[config.mk]
export PLATFORM = sky130hd
export DESIGN_NAME = cas_mf_aligner
export DESIGN_NICKNAME = d
export VERILOG_FILES = /design/src/rtl/cas_mf_aligner.sv
export SDC_FILE = /design/constraint.sdc
export NUM_CORES = 1
export LEC_CHECK = 0
export ABC_CLOCK_PERIOD_IN_PS = 6600
export BUFFER_PORTS_ARGS = -buffer_cell sky130_fd_sc_hd__buf_2
export CORE_AREA = 2 2 116 175
export CTS_CLUSTER_DIAMETER = 60
export DETAILED_ROUTE_END_ITERATION = 8
export DIE_AREA = 0 0 118 177
export PLACE_DENSITY = 0.72
export SETUP_SLACK_MARGIN = 0.5
export SLEW_MARGIN = 20
export SYNTH_ARGS = -nofsm -noshare
export SYNTH_HDL_FRONTEND = slang
export SYNTH_SLANG_ARGS = --single-unit
[constraint.sdc]
create_clock -name clk -period 6.6 [get_ports clk]
set_input_delay 1.32 -clock clk [delete_from_list [all_inputs] [get_ports clk]]
set_output_delay 1.32 -clock clk [all_outputs]
set_load 0.03 [all_outputs]
[src/rtl/cas_mf_aligner.sv]
module cas_mf_aligner #(
  parameter int ERR_LIMIT  = 2,
  parameter int ZERO_LIMIT = 16
) (
  input  logic         clk,
  input  logic         rst_n,
  input  logic         ts16_vld,
  input  logic [7:0]   ts16_byte,
  output logic         aligned,
  output logic [3:0]   frame_num,
  output logic [119:0] abcd,
  output logic         sig_chg,
  output logic         rx_y,
  output logic [2:0]   rx_x,
  output logic         tx_y
);
  localparam int HALF = 15;
  localparam int NCH  = 2 * HALF;
  localparam int ZW   = $clog2(ZERO_LIMIT + 1);
  localparam int EW   = $clog2(ERR_LIMIT + 1);

  typedef enum logic [1:0] {HUNT, CONF, LOCK} st_t;
  st_t st;

  logic          prev_nz;
  logic [ZW-1:0] zcnt;
  logic [EW-1:0] ecnt;
  logic [3:0]    ch [NCH];

  wire [3:0] fn_in     = frame_num + 4'd1;
  wire       at_f0     = (fn_in == 4'd0);
  wire       mfas_ok   = (ts16_byte[7:4] == 4'h0);
  wire       all_zero  = (ts16_byte == 8'h00);
  wire       zero_loss = all_zero && (zcnt >= ZW'(ZERO_LIMIT - 1));
  wire       detect    = (st == HUNT) && mfas_ok && prev_nz;
  wire       upd       = (st == LOCK) && !at_f0;
  wire [4:0] hi_i      = {1'b0, fn_in} - 5'd1;
  wire [4:0] lo_i      = hi_i + 5'd15;
  wire       diff      = (ch[hi_i] != ts16_byte[7:4]) || (ch[lo_i] != ts16_byte[3:0]);

  assign aligned = (st == LOCK);
  assign tx_y    = ~aligned;

  for (genvar k = 0; k < NCH; k++) begin : g_flat
    assign abcd[4*k +: 4] = ch[k];
  end

  always_ff @(posedge clk) begin
    if (!rst_n) begin
      st        <= HUNT;
      prev_nz   <= 1'b0;
      zcnt      <= '0;
      ecnt      <= '0;
      frame_num <= 4'd0;
      sig_chg   <= 1'b0;
      rx_y      <= 1'b0;
      rx_x      <= 3'b111;
      for (int k = 0; k < NCH; k++) ch[k] <= 4'h0;
    end else begin
      sig_chg <= 1'b0;
      if (ts16_vld) begin
        prev_nz   <= !all_zero;
        zcnt      <= !all_zero ? '0 : (zcnt == ZW'(ZERO_LIMIT) ? zcnt : zcnt + 1'b1);
        frame_num <= detect ? 4'd0 : fn_in;
        if (upd) begin
          ch[hi_i] <= ts16_byte[7:4];
          ch[lo_i] <= ts16_byte[3:0];
          sig_chg  <= diff;
        end
        if (st != HUNT && at_f0 && mfas_ok) begin
          rx_y <= ts16_byte[2];
          rx_x <= {ts16_byte[3], ts16_byte[1], ts16_byte[0]};
        end
        if (st != HUNT && zero_loss) begin
          st   <= HUNT;
          ecnt <= '0;
        end else begin
          unique case (st)
            HUNT: if (detect) st <= CONF;
            CONF: begin
              ecnt <= '0;
              if (at_f0) st <= mfas_ok ? LOCK : HUNT;
            end
            LOCK: if (at_f0) begin
              if (mfas_ok) ecnt <= '0;
              else if (ecnt == EW'(ERR_LIMIT - 1)) begin
                st   <= HUNT;
                ecnt <= '0;
              end else ecnt <= ecnt + 1'b1;
            end
            default: st <= HUNT;
          endcase
        end
      end
    end
  end
endmodule


==> run summary <==
clock tree buffer depth -> 2
Final Max Tran Viols -> 0
critical path required time -> 6.91 ns
Max rail drop VDD -> 0.1623 mV
Via Count -> 6,810
routability cong. -> 0.8807
Post CTS Setup Buffer Count -> 0
Post-synth EDFFs -> 128
core area -> 19,470 um^2
post_cts resized -> 0
endpoints failing setup -> 0
Multi-input gate area -> 4030 um^2
vias in the first global route -> 6,711
pre-CTS setup slack -> 2.428 ns
H-tree depth -> 4
Clock Power Share -> 41.1%
crit path DAT -> 4.51 ns
RSZ-0062 raised after global routing -> no
reg-to-reg slack, setup -> 2.40 ns
Post-synth ARST share -> 0%
synthesized area per cell -> 11.82 um^2
Remaining DRCs -> 0
die height -> 177 um
Critical Path Source Type -> flop
ratio of final minimum period to clock period -> 63.57%
R2R cell count -> 8
WL/cell -> 24.17 um
first-pass GRT wire length -> 40,080 um
setup_tns -> 0 ns
Setup crit end -> sig_chg
Die Footprint -> 20,890 um^2
max_cap viols -> 0
CTS buffer count -> 17
Synth top area share -> 44.80%
grt ovf -> 0
Main synth FF type -> edfxtp_1
Via density -> 6.141
Setup Skew -> 0.007361 ns
hold path cells -> 1
combinational group share of total power -> 16.8%
Cells after Synth -> 726
Sw Share -> 26.56%
Slew @ Worst Pin -> 1.042 ns
Rel. slew slack -> 30.43%
Layout Nets -> 859
CTS tree -> done
most frequent cells in the layout -> 141 x buf_2, 128 x edfxtp_1, 94 x nand2_1
yosys warns -> 0
share of cells above drive strength 1 -> 30.27%
Sink Count -> 147
Mapped Area -> 8579 um^2
drt pass-1 iters -> 5
Detailed Route WL -> 26,810 um
hpwl dp -> 19,130 um
most common cell after layout, fill and taps aside -> buf_2
Synth area leaders -> edfxtp_1 45%, mux4_2 12%, dfxtp_1 4.4%
Static Leak -> 0.004108 uW
Worst R2R Start -> frame_num[1]
fin util -> 51.62%
initial detailed-routing violation count -> 752
synth unique cells -> 70
initial cell density of the core -> 44.07%
Clk Latency, worst-skew pair -> 0.44 ns
Std-Cell Rows -> 63
pwr/cell area -> 251.2 nW/um^2
Flop pwr share -> 42.2%
area leader, netlist -> edfxtp_1
Seq cells post-synth -> 147
Setup crit end kind -> flop
DRT antenna net count -> 0
Critical Path Start -> frame_num[1]
Max Fclk -> 0.2383 GHz
Seq/Total Area, Yosys -> 49.23%
filler cell count -> 1,726
Critical Setup Path Class -> reg2reg
Hold Buf Count CTS -> 0
Net Count, Synth -> 749
Top Ports -> 142
area grow syn2layout -> 17.14%
I/O Buffers -> 141
Worst-path clk slew -> 0.06 ns
final worst setup slack -> 2.404 ns
Final min period -> 4.196 ns
critical path peak fanout -> 23
P_int -> 1854 uW
Final Hold Viols -> 0
register area -> 4225 um^2
status -> completed
Psw -> 670.7 uW
initial antenna violation count -> 0
overall global routing resource usage -> 25.95%
largest net degree at the start of global routing -> 52
width of the die -> 118 um
root buf cell -> clkbuf_16
ANT cells -> 0
worst reg2reg path endpoint -> sig_chg
worst min path class -> reg2reg
==> area by class of cell <==
type	instances	area share, %
Sequential cell	147	42.04
Multi-Input combinational cell	507	40.10
Timing Repair Buffer	149	7.893
Clock buffer	20	4.345
Tap cell	260	3.237
Clock inverter	12	1.855
Inverter	14	0.5229
==> logic make-up after synthesis <==
| group | synth area share, % |
|---|---|
| simple gates | 17.68 |
| mux | 16.01 |
| xor+xnor | 1.706 |
| flops | 49.23 |
| compound gates | 9.669 |
| fa+ha+maj | 1.750 |
| buf+inv | 3.952 |
==> metal layers <==
layer | global-route usage [%] | vias to the layer above | wire length [um]
met1 | 29.33 | 3366 | 9369
met2 | 45.57 | 380 | 13990
met5 | 0 | - | 0
li1 | - | 2964 | -
met4 | 15.61 | 0 | 1545
met3 | 4.865 | 100 | 1902
==> registers in the layout, summed over array words and instances (netlist names) <==
signal	count
prev_nz	1
frame_num	4
st	2
ecnt	2
zcnt	5
sig_chg	1
ch	128
rx_x	3
rx_y	1
==> power groups by stage <==
stage | logic (uW) | registers [uW] | clock network (uW)
after floorplan | 253 | 1130 | 0
after global placement | 406 | 1080 | 0
after detailed placement | 417 | 1080 | 0
after CTS | 419 | 1060 | 1050
after global routing | 445 | 1070 | 1080
final | 423 | 1060 | 1040
==> per-stage QoR <==
| stage | hold slack [ns] | instances | instance area [um^2] | total power (uW) |
|---|---|---|---|---|
| final | 0.4620 | 1109 | 10050 | 2525 |
| after global routing | 0.4765 | 1109 | 10050 | 2592 |
| after CTS | 0.4606 | 1109 | 10050 | 2528 |
| after detailed placement | 0.4526 | 1077 | 9427 | 1500 |
| after global placement | 0.4417 | 1075 | 9384 | 1489 |
| after floorplan | 0.4378 | 726 | 8579 | 1379 |
==> cell usage after synthesis, types with 12 or more instances <==
| cell type | count |
|---|---|
| edfxtp_1 | 128 |
| dfxtp_1 | 19 |
| nand2_1 | 94 |
| o21ai_0 | 16 |
| a22o_1 | 32 |
| mux2i_1 | 18 |
| clkbuf_1 | 36 |
| mux4_2 | 47 |
| mux2_2 | 12 |
| and2_1 | 48 |
| and3_1 | 53 |
| nor3_1 | 14 |
| a21oi_1 | 16 |
| nor2_1 | 37 |
| ha_1 | 12 |
==> worst min path at each step <==
stage	from	to	slack [ns]
after CTS	ecnt[1]	ecnt[1]	0.46
after global placement	ecnt[1]	ecnt[1]	0.44
after detailed placement	ecnt[1]	ecnt[1]	0.45
after global routing	ecnt[1]	ecnt[1]	0.48
after floorplan	ecnt[1]	ecnt[1]	0.44
final	ecnt[1]	ecnt[1]	0.46
==> critical path, cell delays in order, from the launching register on <==
cell,delay [ns]
dfxtp_1,0.58
inv_2,0.17
ha_2,0.77
inv_1,0.64
mux4_2,0.65
o211a_1,0.24
or4_1,0.53
a2111oi_2,0.36
a31oi_1,0.11
Power figures use the tool's default switching activity.
